### config.mk
export PLATFORM = sky130hd
export DESIGN_NAME = irq_chain_arbiter
export DESIGN_NICKNAME = d
export VERILOG_FILES = /design/src/rtl/irq_chain_arbiter.sv
export SDC_FILE = /design/constraint.sdc
export NUM_CORES = 1
export LEC_CHECK = 0
export ABC_AREA = 1
export BUFFER_PORTS_ARGS = -buffer_cell sky130_fd_sc_hd__clkbuf_2
export CORE_MARGIN = 1
export CORE_UTILIZATION = 50
export DETAILED_ROUTE_END_ITERATION = 8
export PLACE_DENSITY_LB_ADDON = 0.05
export SYNTH_ARGS = -nofsm -noshare
export SYNTH_HDL_FRONTEND = slang
export SYNTH_SLANG_ARGS = --single-unit
export TNS_END_PERCENT = 1
### constraint.sdc
create_clock -name clk -period 12.9 [get_ports clk]
set_clock_uncertainty 0.2 [all_clocks]
set_input_delay 2.58 -clock clk [delete_from_list [all_inputs] [get_ports clk]]
set_output_delay 2.58 -clock clk [all_outputs]
set_load 0.01 [all_outputs]
### src/rtl/irq_chain_arbiter.sv
module irq_chain_arbiter #(
  parameter int NSLOTS = 64,
  localparam int IW = $clog2(NSLOTS)
) (
  input  logic              clk,
  input  logic              rst_n,
  input  logic              int_en,
  input  logic [NSLOTS-1:0] req_vec,
  input  logic [NSLOTS-1:0] hold_vec,
  output logic [NSLOTS-1:0] prio_out,
  output logic              grant_valid,
  output logic [IW-1:0]     grant_idx,
  output logic [NSLOTS-1:0] ack_pulse
);

  logic [NSLOTS-1:0] prio_in;
  logic [NSLOTS-1:0] elig;
  logic [IW-1:0]     pick_idx;
  logic              pick_found;

  always_comb begin
    logic run;
    run = 1'b1;
    for (int i = 0; i < NSLOTS; i++) begin
      prio_in[i]  = run;
      run         = run & ~(int_en & hold_vec[i]);
      prio_out[i] = run;
    end
  end

  assign elig = req_vec & prio_in & {NSLOTS{int_en}};

  always_comb begin
    pick_idx   = '0;
    pick_found = 1'b0;
    for (int i = NSLOTS - 1; i >= 0; i--) begin
      if (elig[i]) begin
        pick_idx   = IW'(i);
        pick_found = 1'b1;
      end
    end
  end

  always_ff @(posedge clk) begin
    if (!rst_n) begin
      grant_valid <= 1'b0;
      grant_idx   <= '0;
      ack_pulse   <= '0;
    end else begin
      ack_pulse <= '0;
      if (grant_valid) begin
        if (!req_vec[grant_idx]) grant_valid <= 1'b0;
      end else if (pick_found) begin
        grant_valid <= 1'b1;
        grant_idx   <= pick_idx;
        ack_pulse   <= NSLOTS'(1) << pick_idx;
      end
    end
  end

endmodule

==> flow_metrics.tcl, run 1 <==
set metrics [dict create \
    routed_wl_um 15800 \
    cts_made_buffers 9 \
    syn_to_final_growth_pct 28.9 \
    ctsResizeCount 0 \
    avgSynthCellArea_sq_um 6.37 \
    power.density_nw_per_um2 91.5 \
    final_net_count 1185 \
    globalRouteTotalUtil 0.290 \
    cts_sinks 71 \
    cpMostUsedCell "nand2_1" \
    cts-hold-fix-buffers 0 \
    synth-seq-cells 71 \
    core_sq_um 9860 \
    worstMarginPinSlew_ps 1090 \
    die_h_um 103 \
    clk_latency_ps 340 \
    netlist.area_leader.share 0.276 \
    finalSetupViolCount 0 \
    cpPeakStageDelay_ps 350 \
    met2_usage 0.506 \
    slew_headroom 0.273 \
    fin_cells 1192 \
    post_drt_wl_per_cell_um 13.3 \
    ys_types 38 \
    dp_cells 1176 \
    finalCriticalPeriod_ps 10520 \
    antenna_cells 0 \
    outcome "complete, no violations" \
    place_congestion 0.806 \
    cts-root-buf "clkbuf_8" \
    met1_usage 0.369 \
    syn_nets 940 \
    antenna_found_initial 0 \
    busiest_layer "met2" \
    rsz0062_at_grt "no" \
    leakagePower_nw 3.58 \
    vias 6052 \
    critPathCaptureType "flip-flop" \
    first_pass_iters 5 \
    cts_tree "yes" \
    synth_flop_cell "dfxtp_1" \
    max_freq_ghz 0.0950 \
    drive_gt1_frac 0.326 \
    yosysTopAreaCell "dfxtp_1" \
    grt_start_max_net_pins 86 \
    startpoint_type "input pin" \
    maxCapViolCount 0 \
    design.die.area_sq_um 10700 \
    place_hpwl_um 12300 \
    ys_async_sr_fraction 0 \
    vdd_drop_max_v 0.0000687 \
    cts.path.max_buffers 2 \
    initial_core_util 0.522 \
    met3_usage 0.0605 \
    fin_crit_sh 0.816 \
    cp.arrival_ps 10600 \
    fp.dieW_um 103 \
    cts_setup_buffers 0 \
    grt_overflow 0 \
    synth_warnings 0 \
    drc 0 \
    path_clk_slew_ps 80 \
    antenna_left 0 \
    io_pins 266 \
    htreeDepth 3 \
    hold_violations 0 \
    crit_fanout 4 \
    syn-cell-area_sq_um 5150 \
    crit_type "input pin to flip-flop" \
    synth_area_leaders "dfxtp_1, nand2_1, nor2_1" \
    fp-row-count 36 \
    grt_pass1_wl_um 24300 \
    fin_setup_tns_ps 0 \
    critical-path-slowest-cell "nor2_1" \
    grt_pass1_vias 5185 \
    synth-edff-count 0 \
    syn_inst 809 \
    vias_per_cell 5.08 \
    hold_path.class "flip-flop to flip-flop" \
    fillers 946 \
    critPathRequiredTime_ps 12970 \
    first_iter_violations 323 \
    drv_slew 0 \
    ys_seq_area_frac 0.276 \
    numPortBuffers 265 \
]
## flip-flops by register name, indices dropped and copies added, names as in the netlist
name         cells
grant_valid      1
grant_idx        6
ack_pulse       64
## cell type report
type / instances / area, sq um / area share
inverters: 117 / 439 / 0.0661
clock buffers: 9 / 124 / 0.0187
repair buffers: 271 / 1370 / 0.207
multi-input cells: 584 / 3010 / 0.454
well taps: 133 / 166 / 0.0251
clock inverters: 7 / 104 / 0.0156
flip-flops and latches: 71 / 1420 / 0.214
## final timing paths
kind	slack, ps	to	cells past startpoint	from
worst max-delay path	2380	ack_pulse[22]$_SDFF_PP0_	96	hold_vec[1]
worst max register to register	10180	grant_valid$_SDFF_PN0_	8	grant_idx[0]$_SDFFE_PN0P_
worst min register to register	330	grant_valid$_SDFF_PN0_	2	grant_valid$_SDFF_PN0_
worst min-delay path	330	grant_valid$_SDFF_PN0_	2	grant_valid$_SDFF_PN0_
## report_power, final
part / leakage [nW] / internal, mW / switching (mW)
sequential: 0.574 / 0.224 / 0.00598
combinational: 2.90 / 0.0592 / 0.116
clock: 0.108 / 0.111 / 0.0915
total: 3.58 / 0.394 / 0.214
## kinds of logic after synthesis
logic type,count (synthesis),share of synthesized area
AOI/OAI and AO/OA,97,0.110
DFF,71,0.276
buffers and inverters,154,0.140
and+or+nand+nor,487,0.474
## critical path, delay by kind of cell
kind	cells	cell delay, ps
AND/OR/NAND/NOR	95	7870
buffers and inverters	1	90
## cell usage in the layout, fill, tap and decap left out, types with 3 or more instances in the layout
cell	Yosys	final
nor3_1	18	18
o221ai_1	12	12
nor2_4	18	18
o21ai_0	52	52
nand3_1	75	75
nand4_2	7	7
inv_1	115	115
nand2_1	183	183
clkbuf_2	0	264
o21bai_1	4	4
nand3_2	14	14
nand2_2	3	3
nor2_2	3	4
nand4_1	6	6
buf_4	3	7
a31oi_1	7	7
o22ai_1	3	3
a21oi_1	14	14
dfxtp_1	71	71
nand4_4	8	8
clkbuf_8	6	9
nor2_1	146	145
## cells in the mapped netlist, types with 3 or more instances
master	instances
nand2_1	183
o22ai_1	3
dlygate4sd3_1	3
nand4_2	7
nand3_1	75
o221ai_1	12
o21ai_0	52
nand2_2	3
a21oi_1	14
nand3_2	14
buf_6	4
dfxtp_1	71
nor2_2	3
nand4_4	8
buf_4	3
nand4_1	6
inv_1	115
nor2_4	18
nor2_1	146
clkbuf_1	14
nor3_1	18
buf_2	3
a31oi_1	7
o21bai_1	4
clkbuf_8	6
## stage by stage
step	util	instance area [sq um]	setup slack, ps	hold WS [ps]	power [mW]
6_report	0.673	6640	2380	332	0.608
5_1_grt	0.673	6640	1170	378	0.640
2_1_floorplan	-	5150	3270	307	0.346
3_5_place_dp	0.650	6410	2110	311	0.408
4_1_cts	0.673	6640	2440	326	0.607
3_3_place_gp	0.650	6410	2290	288	0.406
## routing by layer
metal  share of wire  vias up
li1                -     3082
met5               0        -
met3           0.072       18
met4           0.011        0
met2            0.48      253
met1            0.44     2699
Note: power is estimated with default switching activity, not from simulation.
==> run 2, diff against run 1 <==
- CORE_UTILIZATION: 50 -> 42
- clock period: 12.9 -> 9.6 ns (I/O delays scaled with it)
==> run 2 against run 1 <==
Net effect:
- critical endpoint is now ack_pulse[21]$_SDFF_PP0_
- highest routed layer unchanged
- combinational power up 38%
- register-to-register slack worse by 3200 ps
- count of clock-buffer cells in the layout unchanged
==> flow_metrics.tcl, run 2 (synthesized netlist as in run 1, its figures left out) <==
set metrics [dict create \
    p_seq_frac 0.353 \
    initial_core_util 0.431 \
    first_pass_iters 5 \
    htreeDepth 3 \
    vdd_drop_max_v 0.000100 \
    cts_made_buffers 9 \
    syn_to_final_growth_pct 35.2 \
    path_clk_slew_ps 60 \
    finish.utilization 0.582 \
    power.density_nw_per_um2 126 \
    final_net_count 1215 \
    fin_crit_sh 0.994 \
    critPathRequiredTime_ps 9650 \
    startpoint_type "input pin" \
    die_h_um 113 \
    post_drt_wl_per_cell_um 13.5 \
    largest_reg_flops 64 \
    placed_cell_area_sq_um 6630 \
    grt_pass1_vias 5602 \
    grt_start_max_net_pins 78 \
    p_comb_frac 0.276 \
    hold_path.class "flip-flop to flip-flop" \
    maxCapViolCount 0 \
    cp.arrival_ps 9590 \
    routed_wl_um 16700 \
    regMostFlops "ack_pulse" \
    finalInstanceArea_sq_um 6960 \
    drive_gt1_frac 0.345 \
    p_int_uw 585 \
    vias_per_cell 4.93 \
    reg_top3 "ack_pulse: 64 flops, grant_idx: 6 flops, grant_valid: 1 flops" \
    cts-root-buf "clkbuf_16" \
    rsz0062_at_grt "yes" \
    vias 6088 \
    clk_latency_ps 330 \
    first_iter_violations 331 \
    finalSetupViolCount 0 \
    critPathCaptureType "flip-flop" \
    slew_headroom 0.274 \
    cpPeakStageDelay_ps 190 \
    cts_tree "yes" \
    place_hpwl_um 13100 \
    crit_type "input pin to flip-flop" \
    cpMostUsedCell "nand2_1" \
    globalRouteTotalUtil 0.261 \
    crit_fanout 4 \
    leakagePower_nw 3.76 \
    core_sq_um 12000 \
    max_freq_ghz 0.105 \
    numPortBuffers 265 \
    place_congestion 0.850 \
    fin_setup_tns_ps 0 \
    cts-hold-fix-buffers 0 \
    antenna_found_initial 0 \
    grt_overflow 0 \
    drv_slew 0 \
    fp.dieW_um 113 \
    critical-path-slowest-cell "nor2_4" \
    p_clk_frac 0.371 \
    io_pins 266 \
    cts.path.max_buffers 2 \
    final_common_cell "clkbuf_2" \
    outcome "complete, no violations" \
    design.die.area_sq_um 12700 \
    p_sw_uw 290 \
    finalCriticalPeriod_ps 9540 \
    worstMarginPinSlew_ps 1090 \
    cts_sinks 71 \
    grt_pass1_wl_um 26700 \
    antenna_left 0 \
    hold_ws_ps 318 \
    hold_violations 0 \
    switching_share 0.332 \
    antenna_cells 0 \
    layout_common_cells "clkbuf_2, nand2_1, nor2_1" \
    drc 0 \
    fp-row-count 40 \
]
run 2: cell types whose count changed in the layout (fill, tap and decap cells not counted), moves of 2 or more:
cell and delta:
buf_4 +30, clkbuf_8 -9, clkbuf_16 +9, clkinv_2 +2
run 2: cell type report:
type / instances / area (sq um)
fillers: 1228 / 5000
multi-input cells: 584 / 3020
repair buffers: 301 / 1600
flip-flops and latches: 71 / 1420
inverters: 117 / 439
clock buffers: 9 / 225
well taps: 147 / 184
clock inverters: 7 / 71.3
run 2: timing repair:
item / CTS / global route
setup buffers: 0 / 3
gates resized for setup: 0 / 2
setup endpoints to repair: 0 / 65
run 2: power by group through the flow:
stage / clock network, mW / logic [mW] / registers [mW]
global placement: 0 / 0.239 / 0.315
finish: 0.324 / 0.242 / 0.309
global route: 0.343 / 0.269 / 0.310
detailed placement: 0 / 0.240 / 0.315
CTS: 0.327 / 0.241 / 0.309
floorplan: 0 / 0.150 / 0.314
run 2: metal layers:
| metal | share of wire | track usage | vias to the layer above |
|---|---|---|---|
| met2 | 0.47 | 0.446 | 233 |
| met3 | 0.073 | 0.0637 | 18 |
| li1 | - | - | 3146 |
| met1 | 0.45 | 0.335 | 2691 |
| met4 | 0.010 | 0.0542 | 0 |
| met5 | 0 | 0 | - |
run 2: critical path: cells and delay by family:
kind	cells	cell delay [ps]
buf+inv	3	380
simple gates	95	7270
run 2: final timing paths:
check,cells past startpoint,slack [ps],startpoint,end
max reg2reg,9,6960,grant_idx[0]$_SDFFE_PN0P_,grant_valid$_SDFF_PN0_
min,2,320,grant_valid$_SDFF_PN0_,grant_valid$_SDFF_PN0_
max,98,60,hold_vec[1],ack_pulse[21]$_SDFF_PP0_
min reg2reg,2,320,grant_valid$_SDFF_PN0_,grant_valid$_SDFF_PN0_
run 2: metrics by stage:
stage               std cells  worst slack (ps)  power [mW]
finish                   1236              57.5       0.875
global route             1236             -1010       0.922
floorplan                 809               632       0.465
global placement         1217              -167       0.555
CTS                      1233              19.1       0.878
detailed placement       1217              -266       0.555
